<file path="src/rtl/ptw_pkg.sv">
package ptw_pkg;
   localparam int VA_W  = 32;
   localparam int ENT_W = 32;
   localparam int IDX_W = 10;
   localparam int OFS_W = 12;

   // attribute positions in a 32-bit entry
   localparam int BIT_RD   = 31;
   localparam int BIT_WR   = 30;
   localparam int BIT_NS   = 29;
   localparam int BIT_NEXT = 28;

   typedef enum logic [1:0] {
      FLT_NONE = 2'd0,
      FLT_DIR  = 2'd1,
      FLT_TBL  = 2'd2,
      FLT_PERM = 2'd3
   } fault_e;

   typedef enum logic [2:0] {
      ST_IDLE,
      ST_DIR_REQ,
      ST_DIR_WAIT,
      ST_TBL_REQ,
      ST_TBL_WAIT,
      ST_RESP
   } walk_st_e;
endpackage

</file>
<file path="src/rtl/ptw_base_regs.sv">
module ptw_base_regs
   import ptw_pkg::*;
#(
   parameter int ASID_W = 7,
   parameter int PFN_W  = 20
) (
   input  logic              clk,
   input  logic              rst_n,
   input  logic              cfg_wr,
   input  logic              cfg_sel,
   input  logic [31:0]       cfg_wdata,
   input  logic [ASID_W-1:0] rd_asid,
   output logic [PFN_W-1:0]  rd_base
);
   localparam int NUM_ASID = 1 << ASID_W;

   logic [ASID_W-1:0]   idx_q;
   logic [PFN_W-1:0]    base_q [NUM_ASID];
   logic [NUM_ASID-1:0] wr_hit;

   logic unused_cfg_hi;
   assign unused_cfg_hi = ^cfg_wdata[31:PFN_W];

   // one write-enable per address space
   for (genvar g = 0; g < NUM_ASID; g++) begin : g_wsel
      assign wr_hit[g] = cfg_wr && cfg_sel && (idx_q == ASID_W'(g));
   end

   always_ff @(posedge clk or negedge rst_n) begin
      if (!rst_n) begin
         idx_q <= '0;
         for (int a = 0; a < NUM_ASID; a++) base_q[a] <= '0;
      end else begin
         if (cfg_wr && !cfg_sel) idx_q <= cfg_wdata[ASID_W-1:0];
         for (int a = 0; a < NUM_ASID; a++)
            if (wr_hit[a]) base_q[a] <= cfg_wdata[PFN_W-1:0];
      end
   end

   assign rd_base = base_q[rd_asid];

   // a data write lands in the space selected at that moment
   a_r2_base_lands: assert property (@(posedge clk) disable iff (!rst_n)
      (cfg_wr && cfg_sel) |=> base_q[$past(idx_q)] == $past(cfg_wdata[PFN_W-1:0]));
endmodule

</file>
<file path="src/rtl/ptw_entry_eval.sv">
module ptw_entry_eval
   import ptw_pkg::*;
#(
   parameter int PFN_W  = 20,
   parameter bit IS_DIR = 1'b1
) (
   input  logic [ENT_W-1:0] entry,
   input  logic             is_write,
   output logic             ok,
   output fault_e           fault,
   output logic [PFN_W-1:0] frame
);
   assign frame = entry[PFN_W-1:0];

   if (IS_DIR) begin : g_dir
      logic unused_w;
      assign unused_w = is_write;
      always_comb begin
         ok    = (entry != '0) && entry[BIT_NEXT];
         fault = ok ? FLT_NONE : FLT_DIR;
      end
   end else begin : g_tbl
      logic granted;
      assign granted = is_write ? entry[BIT_WR] : entry[BIT_RD];
      always_comb begin
         if (entry == '0) begin
            ok    = 1'b0;
            fault = FLT_TBL;
         end else if (!granted) begin
            ok    = 1'b0;
            fault = FLT_PERM;
         end else begin
            ok    = 1'b1;
            fault = FLT_NONE;
         end
      end
   end
endmodule

</file>
<file path="src/rtl/ptw_engine.sv">
module ptw_engine
   import ptw_pkg::*;
#(
   parameter int PA_W = 32
) (
   input  logic                  clk,
   input  logic                  rst_n,
   input  logic                  req_valid,
   output logic                  req_ready,
   input  logic [VA_W-1:0]       req_va,
   input  logic                  req_write,
   input  logic [PA_W-OFS_W-1:0] base_frame,
   output logic                  mem_req_valid,
   input  logic                  mem_req_ready,
   output logic [PA_W-1:0]       mem_req_addr,
   input  logic                  mem_rsp_valid,
   input  logic [ENT_W-1:0]      mem_rsp_data,
   output logic                  rsp_valid,
   input  logic                  rsp_ready,
   output logic [1:0]            rsp_fault,
   output logic [PA_W-OFS_W-1:0] rsp_pfn,
   output logic                  rsp_rd,
   output logic                  rsp_wr,
   output logic                  rsp_ns
);
   localparam int PFN_W = PA_W - OFS_W;

   walk_st_e              st_q;
   logic [VA_W-1:OFS_W]   va_q;
   logic                  wr_q;
   logic [PA_W-1:0]       addr_q;
   fault_e                flt_q;
   logic [PFN_W-1:0]      pfn_q;
   logic                  rd_q, wrf_q, ns_q;

   logic                  dir_ok, tbl_ok;
   fault_e                unused_dir_flt, tbl_flt;
   logic [PFN_W-1:0]      dir_frame, tbl_frame;

   logic unused_ofs;
   assign unused_ofs = ^req_va[OFS_W-1:0];

   ptw_entry_eval #(.PFN_W(PFN_W), .IS_DIR(1'b1)) u_dir_eval (
      .entry(mem_rsp_data), .is_write(wr_q), .ok(dir_ok),
      .fault(unused_dir_flt), .frame(dir_frame));

   ptw_entry_eval #(.PFN_W(PFN_W), .IS_DIR(1'b0)) u_tbl_eval (
      .entry(mem_rsp_data), .is_write(wr_q), .ok(tbl_ok),
      .fault(tbl_flt), .frame(tbl_frame));

   always_ff @(posedge clk or negedge rst_n) begin
      if (!rst_n) begin
         st_q   <= ST_IDLE;
         va_q   <= '0;
         wr_q   <= 1'b0;
         addr_q <= '0;
         flt_q  <= FLT_NONE;
         pfn_q  <= '0;
         rd_q   <= 1'b0;
         wrf_q  <= 1'b0;
         ns_q   <= 1'b0;
      end else begin
         unique case (st_q)
            ST_IDLE: if (req_valid) begin
               va_q   <= req_va[VA_W-1:OFS_W];
               wr_q   <= req_write;
               addr_q <= {base_frame, req_va[VA_W-1:VA_W-IDX_W], 2'b00};
               st_q   <= ST_DIR_REQ;
            end
            ST_DIR_REQ: if (mem_req_ready) st_q <= ST_DIR_WAIT;
            ST_DIR_WAIT: if (mem_rsp_valid) begin
               if (dir_ok) begin
                  addr_q <= {dir_frame, va_q[OFS_W+IDX_W-1:OFS_W], 2'b00};
                  st_q   <= ST_TBL_REQ;
               end else begin
                  flt_q <= FLT_DIR;
                  pfn_q <= '0;
                  rd_q  <= 1'b0;
                  wrf_q <= 1'b0;
                  ns_q  <= 1'b0;
                  st_q  <= ST_RESP;
               end
            end
            ST_TBL_REQ: if (mem_req_ready) st_q <= ST_TBL_WAIT;
            ST_TBL_WAIT: if (mem_rsp_valid) begin
               flt_q <= tbl_flt;
               pfn_q <= tbl_ok ? tbl_frame : '0;
               rd_q  <= tbl_ok && mem_rsp_data[BIT_RD];
               wrf_q <= tbl_ok && mem_rsp_data[BIT_WR];
               ns_q  <= tbl_ok && mem_rsp_data[BIT_NS];
               st_q  <= ST_RESP;
            end
            ST_RESP: if (rsp_ready) st_q <= ST_IDLE;
            default: st_q <= ST_IDLE;
         endcase
      end
   end

   assign req_ready     = (st_q == ST_IDLE);
   assign mem_req_valid = (st_q == ST_DIR_REQ) || (st_q == ST_TBL_REQ);
   assign mem_req_addr  = addr_q;
   assign rsp_valid     = (st_q == ST_RESP);
   assign rsp_fault     = flt_q;
   assign rsp_pfn       = pfn_q;
   assign rsp_rd        = rd_q;
   assign rsp_wr        = wrf_q;
   assign rsp_ns        = ns_q;

   // an accepted request blocks the next one
   a_r9_no_second_accept: assert property (@(posedge clk) disable iff (!rst_n)
      (req_valid && req_ready) |=> !req_ready);

   // answer held under back-pressure
   a_r9_rsp_hold: assert property (@(posedge clk) disable iff (!rst_n)
      (rsp_valid && !rsp_ready) |=> rsp_valid && $stable(rsp_pfn) && $stable(rsp_fault)
         && $stable({rsp_rd, rsp_wr, rsp_ns}));

   // memory request held until taken
   a_r10_mem_hold: assert property (@(posedge clk) disable iff (!rst_n)
      (mem_req_valid && !mem_req_ready) |=> mem_req_valid && $stable(mem_req_addr));

   // a fault answer carries nothing
   a_r6_fault_empty: assert property (@(posedge clk) disable iff (!rst_n)
      (rsp_valid && rsp_fault != FLT_NONE) |-> (rsp_pfn == '0) && !rsp_rd && !rsp_wr && !rsp_ns);

   // a clean answer grants the requested right
   a_r8_right_granted: assert property (@(posedge clk) disable iff (!rst_n)
      (rsp_valid && rsp_fault == FLT_NONE) |-> (wr_q ? rsp_wr : rsp_rd));
endmodule

</file>
<file path="src/rtl/ptw_walker.sv">
module ptw_walker
   import ptw_pkg::*;
#(
   parameter int PA_W   = 32,
   parameter int ASID_W = 7
) (
   input  logic                  clk,
   input  logic                  rst_n,
   input  logic                  cfg_wr,
   input  logic                  cfg_sel,
   input  logic [31:0]           cfg_wdata,
   input  logic                  req_valid,
   output logic                  req_ready,
   input  logic [ASID_W-1:0]     req_asid,
   input  logic [31:0]           req_va,
   input  logic                  req_write,
   output logic                  rsp_valid,
   input  logic                  rsp_ready,
   output logic [1:0]            rsp_fault,
   output logic [PA_W-13:0]      rsp_pfn,
   output logic                  rsp_rd,
   output logic                  rsp_wr,
   output logic                  rsp_ns,
   output logic                  mem_req_valid,
   input  logic                  mem_req_ready,
   output logic [PA_W-1:0]       mem_req_addr,
   input  logic                  mem_rsp_valid,
   input  logic [31:0]           mem_rsp_data
);
   localparam int PFN_W = PA_W - OFS_W;

   if (PA_W < 32 || PA_W > 34) begin : g_bad_pa
      $error("ptw_walker: PA_W must lie in 32..34");
   end
   if (ASID_W < 1 || ASID_W > 7) begin : g_bad_asid
      $error("ptw_walker: ASID_W must lie in 1..7");
   end

   logic [PFN_W-1:0] base_frame;

   ptw_base_regs #(.ASID_W(ASID_W), .PFN_W(PFN_W)) u_base (
      .clk(clk), .rst_n(rst_n), .cfg_wr(cfg_wr), .cfg_sel(cfg_sel),
      .cfg_wdata(cfg_wdata), .rd_asid(req_asid), .rd_base(base_frame));

   ptw_engine #(.PA_W(PA_W)) u_engine (
      .clk(clk), .rst_n(rst_n),
      .req_valid(req_valid), .req_ready(req_ready), .req_va(req_va),
      .req_write(req_write), .base_frame(base_frame),
      .mem_req_valid(mem_req_valid), .mem_req_ready(mem_req_ready),
      .mem_req_addr(mem_req_addr), .mem_rsp_valid(mem_rsp_valid),
      .mem_rsp_data(mem_rsp_data),
      .rsp_valid(rsp_valid), .rsp_ready(rsp_ready), .rsp_fault(rsp_fault),
      .rsp_pfn(rsp_pfn), .rsp_rd(rsp_rd), .rsp_wr(rsp_wr), .rsp_ns(rsp_ns));
endmodule

</file>
<file path="config.mk">
export PLATFORM = sky130hd
export DESIGN_NAME = ptw_walker
export DESIGN_NICKNAME = d
export VERILOG_FILES = /design/src/rtl/ptw_pkg.sv /design/src/rtl/ptw_base_regs.sv /design/src/rtl/ptw_entry_eval.sv /design/src/rtl/ptw_engine.sv /design/src/rtl/ptw_walker.sv
export SDC_FILE = /design/constraint.sdc
export NUM_CORES = 2
export LEC_CHECK = 0
export BUFFER_PORTS_ARGS = -buffer_cell sky130_fd_sc_hd__buf_2
export CORE_ASPECT_RATIO = 0.8
export CORE_UTILIZATION = 60
export DETAILED_ROUTE_END_ITERATION = 10
export PLACE_DENSITY = 0.76
export SLEW_MARGIN = 20
export SYNTH_ARGS = -nofsm -noshare
export SYNTH_HDL_FRONTEND = slang
export SYNTH_SLANG_ARGS = --single-unit
</file>
<file path="constraint.sdc">
create_clock -name clk -period 2.7 [get_ports clk]
set_input_delay 0.135 -clock clk [delete_from_list [all_inputs] [get_ports clk]]
set_output_delay 0.135 -clock clk [all_outputs]
set_load 0.03 [all_outputs]
</file>
==> results list <==
* Number of global-route vias before repair: 81200
- STA classifies the critical path endpoint as a flop.
- Depth of the worst register-to-register path: 7
* Fmax: 372 MHz
- Buffer count from post-CTS setup fixing: 0
- The total overflow left after global routing is 0.
* Number of remaining DRC errors: 0
- Area taken by flip-flops and latches: 66000 µm²
- Width of the die: 504 µm
- Met2 routing resource usage after global routing: 53.3%
* Power Dens Cells: 705 nW/µm²
- Clock tree synthesis inserted a total of 241 buffers.
* GPL Wtd Cong: 0.977
- Number of enable flip-flop cells after synthesis: 0
* Maximum cell stage delay along the critical path: 700 ps
- Setup CP Type: flop to flop
- Global-route usage over all layers: 36.2%
- Number of standard cells after synthesis: 8325
- Total placed cells including tap cells: 10900
- For this run, the leading register cell type out of synthesis is sky130_fd_sc_hd__dfrtp_1.
- Worst R2R Start: u_engine.st_q[0]
- Critical Path AT: 3460 ps
* Met1 Usage GRT: 50.3%
- Met3 layer usage reported by global route: 9.42%
- Capturing instance or port of the critical path: u_engine.mem_req_addr[18]
- After clock tree synthesis, the clock-pin slew on the worst setup and hold paths is 70 ps.
* First-pass iteration count of the detailed router: 6
* Flop and latch count out of synthesis: 2636
- The detailed router finished its first iteration with 8841 violations.
- Number of primary I/O pins: 172
- For this run, asynchronously set or reset flops after synthesis account for 100%.
- TritonCTS clock tree: yes
* Slowest cell on the critical path: sky130_fd_sc_hd__nor2_1
* Count of endpoints failing setup in the final report: 0
- Measured slew at the worst slew-check pin: 1000 ps
* Clock tree sinks: 2636
- Final routed wirelength across all metal layers: 363000 µm
- Min-Delay Path Class: input pin to flop
* Unique masters post-synth: 60
* Area of the core: 199000 µm²
- IR analysis of the VDD net gives a maximum drop of 0.604 mV.
- Fillers: 12900
- Clock tree root driver cell: sky130_fd_sc_hd__clkbuf_16
- The initialized floorplan defines 146 standard-cell rows.
* Final Max Slew Viols: 0
- The worst hold path begins at cfg_wdata[19].
- Averaged over all synthesized cells, the footprint is 14.5 µm².
- In this run the critical register-to-register path is captured at u_engine.mem_req_addr[18].
- The first global-routing pass estimated 542000 µm of wire.
- The finished layout holds 11500 standard cells, fillers aside.
- The worst setup path is launched from a flop.
* Final Cycle Share: 99.7%
* Minimum clock period: 2690 ps
* Worst setup startpoint: u_engine.st_q[0]
* Number of antenna violations at the first check in global routing: 16
- At the end of the flow, the number of nets in the layout was 8738.
- Routed length per placed instance: 31.6 µm
- Dominant cell type by count on the critical path: sky130_fd_sc_hd__nor2_1
- The number of buffers and inverters on the critical path is 1.
- On the critical path the largest part of the delay comes from simple AND/OR/NAND/NOR gates.
* Post-Route Utilization: 69.1%
- Cell area after synthesis: 121000 µm²
- After layout, the design draws a total of 96.9 mW.
- Number of antenna-violating nets in the routed design: 0
- Once detailed placement completed, the half-perimeter wirelength came to 229000 µm.
- Flop2flop setup slack: 8 ps
- Busiest grt layer: met2
- Pre-CTS setup slack: -652 ps
- Summing all multi-input logic gate instances after layout gives 51200 µm².
- The critical path runs through a total of 7 cells.
- Crit-path max FO: 20
- Count of input and output buffers: 145
* Number of endpoints with negative hold slack in the final report: 0
- The run finished with clean final reports.
* Routed vias/inst: 6.80
- CTS H-tree lvls: 4
* Initial standard-cell utilization of the core: 60.7%
* Area overhead of the layout relative to synthesis: 13.8%
* Vias after detailed routing: 78200
- Entering global routing, the biggest net connects 130 pins.
- Number of warnings printed during yosys synthesis: 0
- Once routing completed, OpenROAD measured the worst setup slack at 8.48 ps.
- The critical path goes through buf_4, nor2_1, nand2_1, nor2_1, nor2_1, a21oi_1, a21oi_1.
- For the worst setup path, the data required time is 3470 ps.
- Max-capacitance violation count: 0
- Insertion delay of the later-clocked pin in the worst-skew pair: 900 ps
- The post-route netlist has 49.0% of its cells at a drive strength greater than 1.
* Worst relative slew slack: 33.2%
- DIE AREA: 203000 µm²
* Skew final: 38.1 ps
- Pleak: 66.2 nW
- Portion of the post-synthesis area used by sequential elements: 54.6%
* Maximum buffer depth of the clock tree: 3
* Vertical die dimension: 403 µm
worst min path at each step:
stage                               to  slack, ps  cells after the start
floorplan             u_base.base_q[0]       -160                      0
global placement    u_base.base_q[149]        120                      1
detailed placement  u_base.base_q[149]        120                      1
CTS                 u_base.base_q[283]          8                      3
global route        u_base.base_q[199]         50                      2
finish              u_base.base_q[599]         10                      2
cell usage after synthesis, types with 26 or more instances:
master	n	area (µm²)
sky130_fd_sc_hd__dfrtp_1	2636	66000
sky130_fd_sc_hd__mux2_2	2573	29000
sky130_fd_sc_hd__clkbuf_1	544	2040
sky130_fd_sc_hd__mux4_2	483	10900
sky130_fd_sc_hd__mux2i_1	332	3320
sky130_fd_sc_hd__nor2_1	233	875
sky130_fd_sc_hd__o21ai_0	228	1140
sky130_fd_sc_hd__buf_2	217	1090
sky130_fd_sc_hd__nand2_1	199	747
sky130_fd_sc_hd__nand3_1	116	581
sky130_fd_sc_hd__nor3_1	114	571
sky130_fd_sc_hd__o221ai_1	85	744
sky130_fd_sc_hd__a21oi_1	71	355
sky130_fd_sc_hd__a22oi_1	53	398
sky130_fd_sc_hd__buf_4	53	398
sky130_fd_sc_hd__nor4_1	42	263
sky130_fd_sc_hd__a211oi_1	39	293
sky130_fd_sc_hd__nand4_1	36	225
sky130_fd_sc_hd__inv_1	31	116
sky130_fd_sc_hd__buf_6	27	304
sky130_fd_sc_hd__a31oi_1	26	163
cells by family after synthesis:
| family | after synthesis | synth area share, % |
|---|---|---|
| AO/OA/AOI/OAI | 598 | 3.18 |
| buffers and inverters | 885 | 3.31 |
| flip-flops | 2636 | 54.6 |
| multiplexers | 3398 | 35.8 |
| other | 1 | 0.00310 |
| AND/OR/NAND/NOR | 807 | 3.08 |
metal layers:
layer	wire (µm)	part of all wire, %
met2	161000	44
met4	19400	5.3
met3	36000	9.9
met5	113	0.031
met1	146000	40
final cells by class:
class	instances	area share (%)
Timing Repair Buffer	909	6.36
Antenna cell	7	0.0127
Sequential cell	2636	48.0
Clock buffer	381	5.34
Inverter	33	0.0955
Multi-Input combinational cell	4805	37.3
Clock inverter	61	0.538
Tap cell	2664	2.42
layout by cell type, fill, tap and decap left out, types with 35 or more instances in the layout:
cell type                          n
sky130_fd_sc_hd__nor2_2           62
sky130_fd_sc_hd__nor3_1           97
sky130_fd_sc_hd__mux2i_1         332
sky130_fd_sc_hd__mux4_2          483
sky130_fd_sc_hd__clkinv_2         37
sky130_fd_sc_hd__nor4_1           35
sky130_fd_sc_hd__buf_4           505
sky130_fd_sc_hd__clkbuf_16       246
sky130_fd_sc_hd__a22oi_1          53
sky130_fd_sc_hd__a21oi_1          71
sky130_fd_sc_hd__nand3_1         115
sky130_fd_sc_hd__dfrtp_1        2636
sky130_fd_sc_hd__clkbuf_8         69
sky130_fd_sc_hd__mux2_2         2573
sky130_fd_sc_hd__o21ai_0         228
sky130_fd_sc_hd__o221ai_1         85
sky130_fd_sc_hd__nand4_1          36
sky130_fd_sc_hd__clkbuf_1         67
sky130_fd_sc_hd__buf_2           120
sky130_fd_sc_hd__buf_12          150
sky130_fd_sc_hd__nor2_1          172
sky130_fd_sc_hd__nand2_1         197
sky130_fd_sc_hd__dlygate4sd3_1   130
report_power, final:
group	internal, mW	switching (mW)
Clock	19.8	15.3
Sequential	44.0	2.74
Combinational	7.15	8.01
registers in the layout, summed over array words and instances, names as in the netlist:
register and flops:
u_engine.mem_req_addr 30, u_base.base_q 2560, u_engine.rsp_rd 1, u_base.idx_q 7
u_engine.rsp_ns 1, u_engine.wr_q 1, u_engine.rsp_wr 1, u_engine.st_q 3
u_engine.rsp_fault 2, u_engine.va_q 10, u_engine.rsp_pfn 20
through the flow:
stage          TNS [ps]  hold slack [ps]  cell area [µm²]
3_3_place_gp      -7340              123           128000
4_1_cts               0             8.01           137000
2_1_floorplan         0             -161           121000
6_report              0             12.5           138000
5_1_grt            -421             48.6           138000
3_5_place_dp      -3790              120           128000
worst register-to-register path, cell delays in order, from the launching register on:
cell and delay [ps]:
sky130_fd_sc_hd__dfrtp_1 420, sky130_fd_sc_hd__buf_4 200, sky130_fd_sc_hd__nor2_1 400, sky130_fd_sc_hd__nand2_1 540, sky130_fd_sc_hd__nor2_1 710, sky130_fd_sc_hd__nor2_1 120
sky130_fd_sc_hd__a21oi_1 140, sky130_fd_sc_hd__a21oi_1 60
repair_timing:
item,in CTS,in global routing
gates cloned,0,0
hold endpoints to repair,2231,0
setup endpoints to repair,3,40
gates resized for setup,4,8
hold buffers,131,0
No activity file was read; power rests on OpenSTA's default activity.
